<file path="config.mk">
export PLATFORM = sky130hd
export DESIGN_NAME = sr_gate_seq
export DESIGN_NICKNAME = d
export VERILOG_FILES = /design/src/rtl/srg_pkg.sv /design/src/rtl/srg_dwell.sv /design/src/rtl/srg_mot_timer.sv /design/src/rtl/sr_gate_seq.sv
export SDC_FILE = /design/constraint.sdc
export NUM_CORES = 1
export LEC_CHECK = 0
export BUFFER_PORTS_ARGS = -buffer_cell sky130_fd_sc_hd__buf_2
export CAP_MARGIN = 20
export CORE_UTILIZATION = 54
export CTS_CLUSTER_SIZE = 30
export DETAILED_ROUTE_END_ITERATION = 10
export PLACE_DENSITY = 0.84
export SYNTH_ARGS = -nofsm -noshare
export SYNTH_HDL_FRONTEND = slang
export SYNTH_SLANG_ARGS = --single-unit
</file>
<file path="constraint.sdc">
create_clock -name clk -period 2.6 [get_ports clk]
set_clock_uncertainty 0.15 [all_clocks]
set_input_delay 0.26 -clock clk [delete_from_list [all_inputs] [get_ports clk]]
set_output_delay 0.26 -clock clk [all_outputs]
set_load 0.05 [all_outputs]
</file>
<file path="src/rtl/srg_pkg.sv">
package srg_pkg;

    typedef enum logic [1:0] {
        ST_BLANK  = 2'd0,
        ST_ARMED  = 2'd1,
        ST_MIN_ON = 2'd2,
        ST_REG    = 2'd3
    } srg_state_e;

    localparam logic [1:0] GATE_LOW  = 2'b00;
    localparam logic [1:0] GATE_WEAK = 2'b01;
    localparam logic [1:0] GATE_HIGH = 2'b10;

endpackage

</file>
<file path="src/rtl/srg_dwell.sv">
module srg_dwell #(
    parameter int LEN = 15
) (
    input  logic clk,
    input  logic rst,
    input  logic watch,
    input  logic lvl,
    output logic done
);
    localparam int CW = (LEN < 2) ? 1 : $clog2(LEN);

    logic [CW-1:0] cnt_q;

    assign done = watch && lvl && (cnt_q == CW'(LEN - 1));

    always_ff @(posedge clk) begin
        if (rst || !watch || !lvl || done)
            cnt_q <= '0;
        else
            cnt_q <= cnt_q + 1'b1;
    end


    dwell_restart_chk: assert property (@(posedge clk) disable iff (rst)
        (!lvl) |=> (cnt_q == '0));
endmodule

</file>
<file path="src/rtl/srg_mot_timer.sv">
module srg_mot_timer #(
    parameter int MOT_W = 8
) (
    input  logic             clk,
    input  logic             rst,
    input  logic             run,
    input  logic [MOT_W-1:0] mot_len,
    output logic             last
);
    logic [MOT_W-1:0] cnt_q;
    logic [MOT_W:0]   elapsed;

    assign elapsed = {1'b0, cnt_q} + 1'b1;
    assign last    = run && (elapsed >= {1'b0, mot_len});

    always_ff @(posedge clk) begin
        if (rst || !run || last)
            cnt_q <= '0;
        else
            cnt_q <= cnt_q + 1'b1;
    end
endmodule

</file>
<file path="src/rtl/sr_gate_seq.sv">
module sr_gate_seq
    import srg_pkg::*;
#(
    parameter int ON_DWELL    = 15,
    parameter int REARM_DWELL = 40,
    parameter int MOT_W       = 8
) (
    input  logic             clk,
    input  logic             rst,
    input  logic             en,
    input  logic             on_flag,
    input  logic             reg_flag,
    input  logic             off_flag,
    input  logic             rearm_flag,
    input  logic [MOT_W-1:0] mot_len,
    output logic [1:0]       gate_cmd,
    output logic             short_cycle
);
    srg_state_e state_q, state_d;
    logic       on_done, rearm_done, mot_last;
    logic       short_q;
    logic [1:0] gate_raw;

    srg_dwell #(.LEN(ON_DWELL)) u_on_dwell (
        .clk(clk), .rst(rst), .watch(state_q == ST_ARMED),
        .lvl(on_flag), .done(on_done)
    );

    srg_dwell #(.LEN(REARM_DWELL)) u_rearm_dwell (
        .clk(clk), .rst(rst), .watch(state_q == ST_BLANK),
        .lvl(rearm_flag), .done(rearm_done)
    );

    srg_mot_timer #(.MOT_W(MOT_W)) u_mot (
        .clk(clk), .rst(rst), .run(state_q == ST_MIN_ON),
        .mot_len(mot_len), .last(mot_last)
    );

    always_comb begin
        state_d = state_q;
        unique case (state_q)
            ST_BLANK:  if (rearm_done) state_d = ST_ARMED;
            ST_ARMED:  if (on_done)    state_d = ST_MIN_ON;
            ST_MIN_ON: if (mot_last)   state_d = off_flag ? ST_BLANK : ST_REG;
            ST_REG:    if (off_flag)   state_d = ST_BLANK;
        endcase
    end

    always_ff @(posedge clk) begin
        if (rst) begin
            state_q <= ST_BLANK;
            short_q <= 1'b0;
        end else begin
            state_q <= state_d;
            short_q <= mot_last && off_flag;
        end
    end

    always_comb begin
        gate_raw = GATE_LOW;
        unique case (state_q)
            ST_BLANK:  gate_raw = GATE_LOW;
            ST_ARMED:  gate_raw = GATE_LOW;
            ST_MIN_ON: gate_raw = GATE_HIGH;
            ST_REG:    gate_raw = reg_flag ? GATE_WEAK : GATE_HIGH;
        endcase
        gate_cmd = en ? gate_raw : GATE_LOW;
    end

    assign short_cycle = short_q;


    always_comb begin
        if (!rst) gate_code_chk: assert (gate_cmd != 2'b11);
    end


    min_on_hold_chk: assert property (@(posedge clk) disable iff (rst)
        (state_q == ST_MIN_ON && !mot_last) |=> (state_q == ST_MIN_ON));


    fire_from_armed_chk: assert property (@(posedge clk) disable iff (rst)
        (state_q == ST_MIN_ON && $past(state_q) != ST_MIN_ON)
            |-> ($past(state_q) == ST_ARMED && $past(on_flag)));


    cutoff_chk: assert property (@(posedge clk) disable iff (rst)
        (state_q == ST_REG && off_flag) |=> (state_q == ST_BLANK));


    blank_stay_chk: assert property (@(posedge clk) disable iff (rst)
        (state_q == ST_BLANK && !rearm_flag) |=> (state_q == ST_BLANK));


    short_pulse_chk: assert property (@(posedge clk) disable iff (rst)
        short_cycle |-> (state_q == ST_BLANK) ##1 !short_cycle);


    mask_chk: assert property (@(posedge clk) disable iff (rst)
        !en |-> (gate_cmd == GATE_LOW));
endmodule

</file>
Word-level counts from Yosys, hierarchy flattened --
Index checks and enable logic that the tools add are counted. Widths: inputs -> output; s select.
Storage, ports and cells: output and inout port bits 3, logic and storage cells 50, bits of input ports 15, flip-flop bits (word level) 21
Operators by class: muxes and demuxes 9, eq/ne operators 9, add/subtract/negate cells 4, $lt $le $gt $ge 1, reductions and logical operators 22
Operators with widths (number):
- $mux 2 | 7
- $add 8x1->9 const B | 1
- $ge 9x8->1 | 1
- $add 8x1->8 const B | 1
- $logic_or 1x1->1 | 8
- $ne 2x2->1 const B | 4
- $pmux 2 s4 | 1
- $add 6x1->6 const B | 1
- $eq 6x6->1 const B | 1
- $logic_and 1x1->1 | 6
- $pmux 2 s3 | 1
- $logic_not 1->1 | 5
- $add 4x1->4 const B | 1
- $eq 2x2->1 const B | 2
- $eq 4x4->1 const B | 1
- $reduce_and 4->1 | 1
- $eq 2x1->1 const B | 1
- $logic_not 2->1 | 1
- $reduce_or 2->1 | 1

Longest topological paths before layout --
word-level depth 5, depth in mapped cells 10, depth with buffers taken out 10

Hierarchy --
A second synthesis with hierarchy kept.
Unflattened totals: cells, all modules 127, area, all modules 1168.6 µm²
Modules (own cells, without submodules):
- srg_mot_timer | area each 573.0 µm², seq. area each 160.2 µm², times used 1, cells an instance 62
- srg_dwell at u_rearm_dwell | area each 257.7 µm², seq. area each 120.1 µm², times used 1, cells an instance 26
- srg_dwell at u_on_dwell | area each 172.7 µm², seq. area each 80.1 µm², times used 1, cells an instance 18
- sr_gate_seq | area each 165.2 µm², seq. area each 60.1 µm², times used 1, cells an instance 21

Least setup slack after synthesis --
OpenSTA, ideal clock, no wires.
path kind register to register, from register u_mot.cnt_q[2], to register state_q[0], path buffers 0, clock period less this slack 2.351 ns, stages on the path, launching flop included 10, arrival time 2.086 ns, path slack 0.249 ns, cell sequence dfxtp_1 -> and2_1 -> nand4_1 -> nor2_1 -> xor2_1 -> ha_1 -> and4_2 -> a2111oi_4 -> nand4_1 -> o21a_1
On the way: word-level cells in the longest chain between the ends 5
Ends and longest elaborated chain:
- from (decl) | line srg_mot_timer.sv:10 | logic [MOT_W-1:0] cnt_q;
- from (signal assigned) | line srg_mot_timer.sv:20 | cnt_q <= cnt_q + 1'b1;
- $add 8x1->9 | line srg_mot_timer.sv:13 | assign elapsed = {1'b0, cnt_q} + 1'b1;
- net u_mot.elapsed[7] | line srg_mot_timer.sv:11 | logic [MOT_W:0] elapsed;
- $ge 9x8->1 | line srg_mot_timer.sv:14 | assign last = run && (elapsed >= {1'b0, mot_len});
- $logic_and 1x1->1 | line srg_mot_timer.sv:14
- $ne 2x2->1 (no source line)
- $reduce_and 4->1 (no source line)
- to (signal assigned) | line sr_gate_seq.sv:54 | state_q <= state_d;
- to (decl) | line sr_gate_seq.sv:19 | srg_state_e state_q, state_d;
The timed path passes the listed nets, and every way through them passes these cells. A chain may end at the register's enable or synchronous reset.

Worst setup path in the final report --
from register u_mot.cnt_q[1], to register u_mot.cnt_q[5]
On the way: word-level cells in the longest chain between the ends 4
Ends and longest elaborated chain:
- $add 8x1->9 | line srg_mot_timer.sv:13
- net u_mot.elapsed[6] | line srg_mot_timer.sv:11
- $ge 9x8->1 | line srg_mot_timer.sv:14
- $logic_and 1x1->1 | line srg_mot_timer.sv:14
- $logic_or 1x1->1 | line srg_mot_timer.sv:17 | if (rst || !run || last)
The timed path passes the listed nets, and every way through them passes these cells.

==> results by group <==
Floorplan
  • Core ar.: 1960 µm²
  • Full die area: 2250 µm²
  • Die height: 47.5 µm
  • Top-Level Pins: 18
  • Horizontal extent of the die: 47.5 µm
  • Number of core rows: 16
  • Starting utilization of the core area: 0.569

Route
  • Post-route ant nets: 0
  • DRC marker count from the first detailed-route iteration: 14
  • Detailed-route wire length per cell: 12.8 µm
  • Number of vias per cell: 5.13
  • Number of iterations in the first detailed-routing pass: 4
  • Via count: 893
  • DRC: 0
  • Final wirelength: 2230 µm

Synth
  • Prevailing post-synth register cell: dfxtp_1
  • Combined area of all synthesized cells: 1120 µm²
  • Mean post-synth cell area: 9.15 µm²
  • Mapped Nets: 149
  • Async set-or-reset flop fraction in the synthesized netlist: 0
  • Count of different cell masters after synthesis: 31
  • Post-Syn Instances: 122
  • Warnings from Yosys: 0
  • Sequential fraction of the synthesis area: 0.377
  • Register bit count reported by yosys: 21
  • Post-synth EDFFs: 0

STA
  • RSZ-0062 raised after global routing: false
  • Sum Neg Setup Slack: 0 ns
  • Number of hold-slack violations in the final timing report: 0
  • Slew margin rel.: 0.681
  • Portion of the clock cycle consumed by the worst path in the final layout: 0.938
  • Total setup violations reported at the end of the flow: 0
  • Worst Setup Slack, final: 0.162 ns
  • Worst Tran Pin Value: 0.475 ns
  • Post-layout min period: 2.44 ns
  • FMAX: 410 MHz
  • Worst hold slack: 0.0760 ns
  • Final-report max-slew violation count: 0

Cells and area
  • Post-route cell area: 1340 µm²
  • Flip-flop and latch area: 425 µm²
  • Share of cells above drive strength 1: 0.279
  • Total Nets Final: 175
  • Area overhead of the layout relative to synthesis: 20.0%
  • Fill cell instance count of the final layout: 177
  • Diodes inserted: 0
  • Commonest cells after routing, fill and taps aside: buf_2 (17), dfxtp_1 (17), nor2_1 (16)
  • Non-filler cells in the finished layout: 174
  • Area used by multi-input combinational logic: 682 µm²

Place
  • Dpl ws: -0.0201 ns
  • Placer Congestion: 0.801
  • Instance count after placement with tap cells included: 165
  • Placed wire-length estimate: 1530 µm
  • Placed Instance Area: 1230 µm²
  • IO buf count: 17

Critical path
  • Cell chain of the critical path: ha_2 > nand4_1 > xnor2_2 > ha_1 > and4_4 > a2111oi_4 > nand4_4 > nor2b_1
  • Critical path type: reg2reg
  • Critical path data required time: 2.69 ns
  • Crit Path Max Fanout: 8
  • Worst path max stage delay: 0.40 ns
  • Crit start category: flop
  • WP data arrival: 2.52 ns
  • Type of element capturing the critical path: flop
  • Slowest CP cell: a2111oi_4

Global route
  • Via count of the first global-routing pass: 787
  • All-Layer GR Usage: 0.187
  • Total global routing overflow: 0
  • Maximum number of pins on one net before global-route repair: 13
  • Number of antenna violations at the first check in global routing: 0
  • Wire length of the first global-routing pass: 2910 µm

Pwr
  • Static Leak: 0.000576 µW
  • Max IR drop VDD: 0.235 mV
  • Pwr/cell area: 379 nW/µm²

Clocking
  • Maximum clock path buffer count: 2
  • Sink Count: 21
  • Clock network latency to the later pin of the worst-skew pair: 0.29 ns
  • Number of buffers added by the clock tree synthesis step: 3
  • Root buffer cell: clkbuf_4
  • CTS tree: yes
  • Clock-pin slew on the worst setup and hold paths: 0.12 ns
  • H-tree lvl count: 1

Status
  • Result of the run: finished, final reports clean

Flow run
  • Number of maximum-capacitance constraint violations: 0

Worst hold path
  • Worst hold path class: in2reg
==> metal layers <==
layer,GRT usage,wire length (µm),up-vias
li1,-,-,462
met1,0.200,958,418
met2,0.342,1210,11
met3,0.0377,49,2
met4,0.0971,10,0
met5,0,0,-
==> worst paths after layout <==
check                         startpoint                endpoint  slack (ns)  depth (start not counted)
setup / recovery          u_mot.cnt_q[1]          u_mot.cnt_q[5]        0.16                          8
hold reg to reg   u_rearm_dwell.cnt_q[0]  u_rearm_dwell.cnt_q[0]        0.31                          1
hold / removal                  off_flag             short_cycle        0.08                          3
setup reg to reg          u_mot.cnt_q[1]          u_mot.cnt_q[5]        0.16                          8
==> power breakdown <==
| part | total [µW] | internal [µW] | leakage, µW | switching (µW) |
|---|---|---|---|---|
| sequential | 324 | 323 | 0.000171 | 1.04 |
| clock | 154 | 57.2 | 0.0000177 | 96.9 |
| combinational | 29.3 | 15.1 | 0.000387 | 14.2 |
| total | 508 | 395 | 0.000576 | 112 |
==> synthesized netlist by cell type (2+ instances only) <==
master / count / area [µm²]
nand4_1: 3 / 18.8
xor2_1: 5 / 43.8
inv_1: 12 / 45.0
a21oi_1: 3 / 15.0
xnor2_1: 7 / 61.3
o21ai_0: 2 / 10.0
nand3_1: 9 / 45.0
nor2b_1: 6 / 37.5
nor2_1: 17 / 63.8
dfxtp_1: 21 / 420
nand2_1: 6 / 22.5
ha_1: 12 / 150
==> timing repair <==
action	4_1_cts	5_1_grt
hold buffers	1	0
endpoints found under the hold margin	1	0
setup endpoints to repair	10	10
gates resized for setup	0	12
pin swaps	2	6
cloned	0	0
buffers inserted	1	3
==> cell type report <==
type,instances,share of cell area
Clock inverter,1,0.00374
Inverter,12,0.0336
Sequential cell,21,0.318
Multi-Input combinational cell,88,0.509
Tap cell,27,0.0252
Clock buffer,3,0.0168
Timing Repair Buffer,22,0.0935
==> state kept, by name, indices dropped and copies added (netlist names) <==
register and cells:
short_cycle 1, state_q 2, u_on_dwell.cnt_q 4, u_mot.cnt_q 8, u_rearm_dwell.cnt_q 6
==> worst max-delay path, delay by kind of cell (launching register included) <==
kind                     cells  cell delay [ns]
AND/OR/NAND/NOR              4             0.72
AO/OA/AOI/OAI                1             0.40
adder cells (fa/ha/maj)      2             0.54
XOR/XNOR                     1             0.18
flip-flops                   1             0.39
==> through the flow <==
stage / power (µW) / util
2_1_floorplan: 344 / -
6_report: 508 / 0.682
4_1_cts: 512 / 0.650
5_1_grt: 530 / 0.682
3_5_place_dp: 358 / 0.627
3_3_place_gp: 357 / 0.627
==> cells by family after synthesis <==
family | share of synthesized area
buf+inv | 0.0448
xor+xnor | 0.0942
flops | 0.377
simple gates | 0.265
fa+ha+maj | 0.135
compound gates | 0.0852
(Power assumes the default switching activity.)
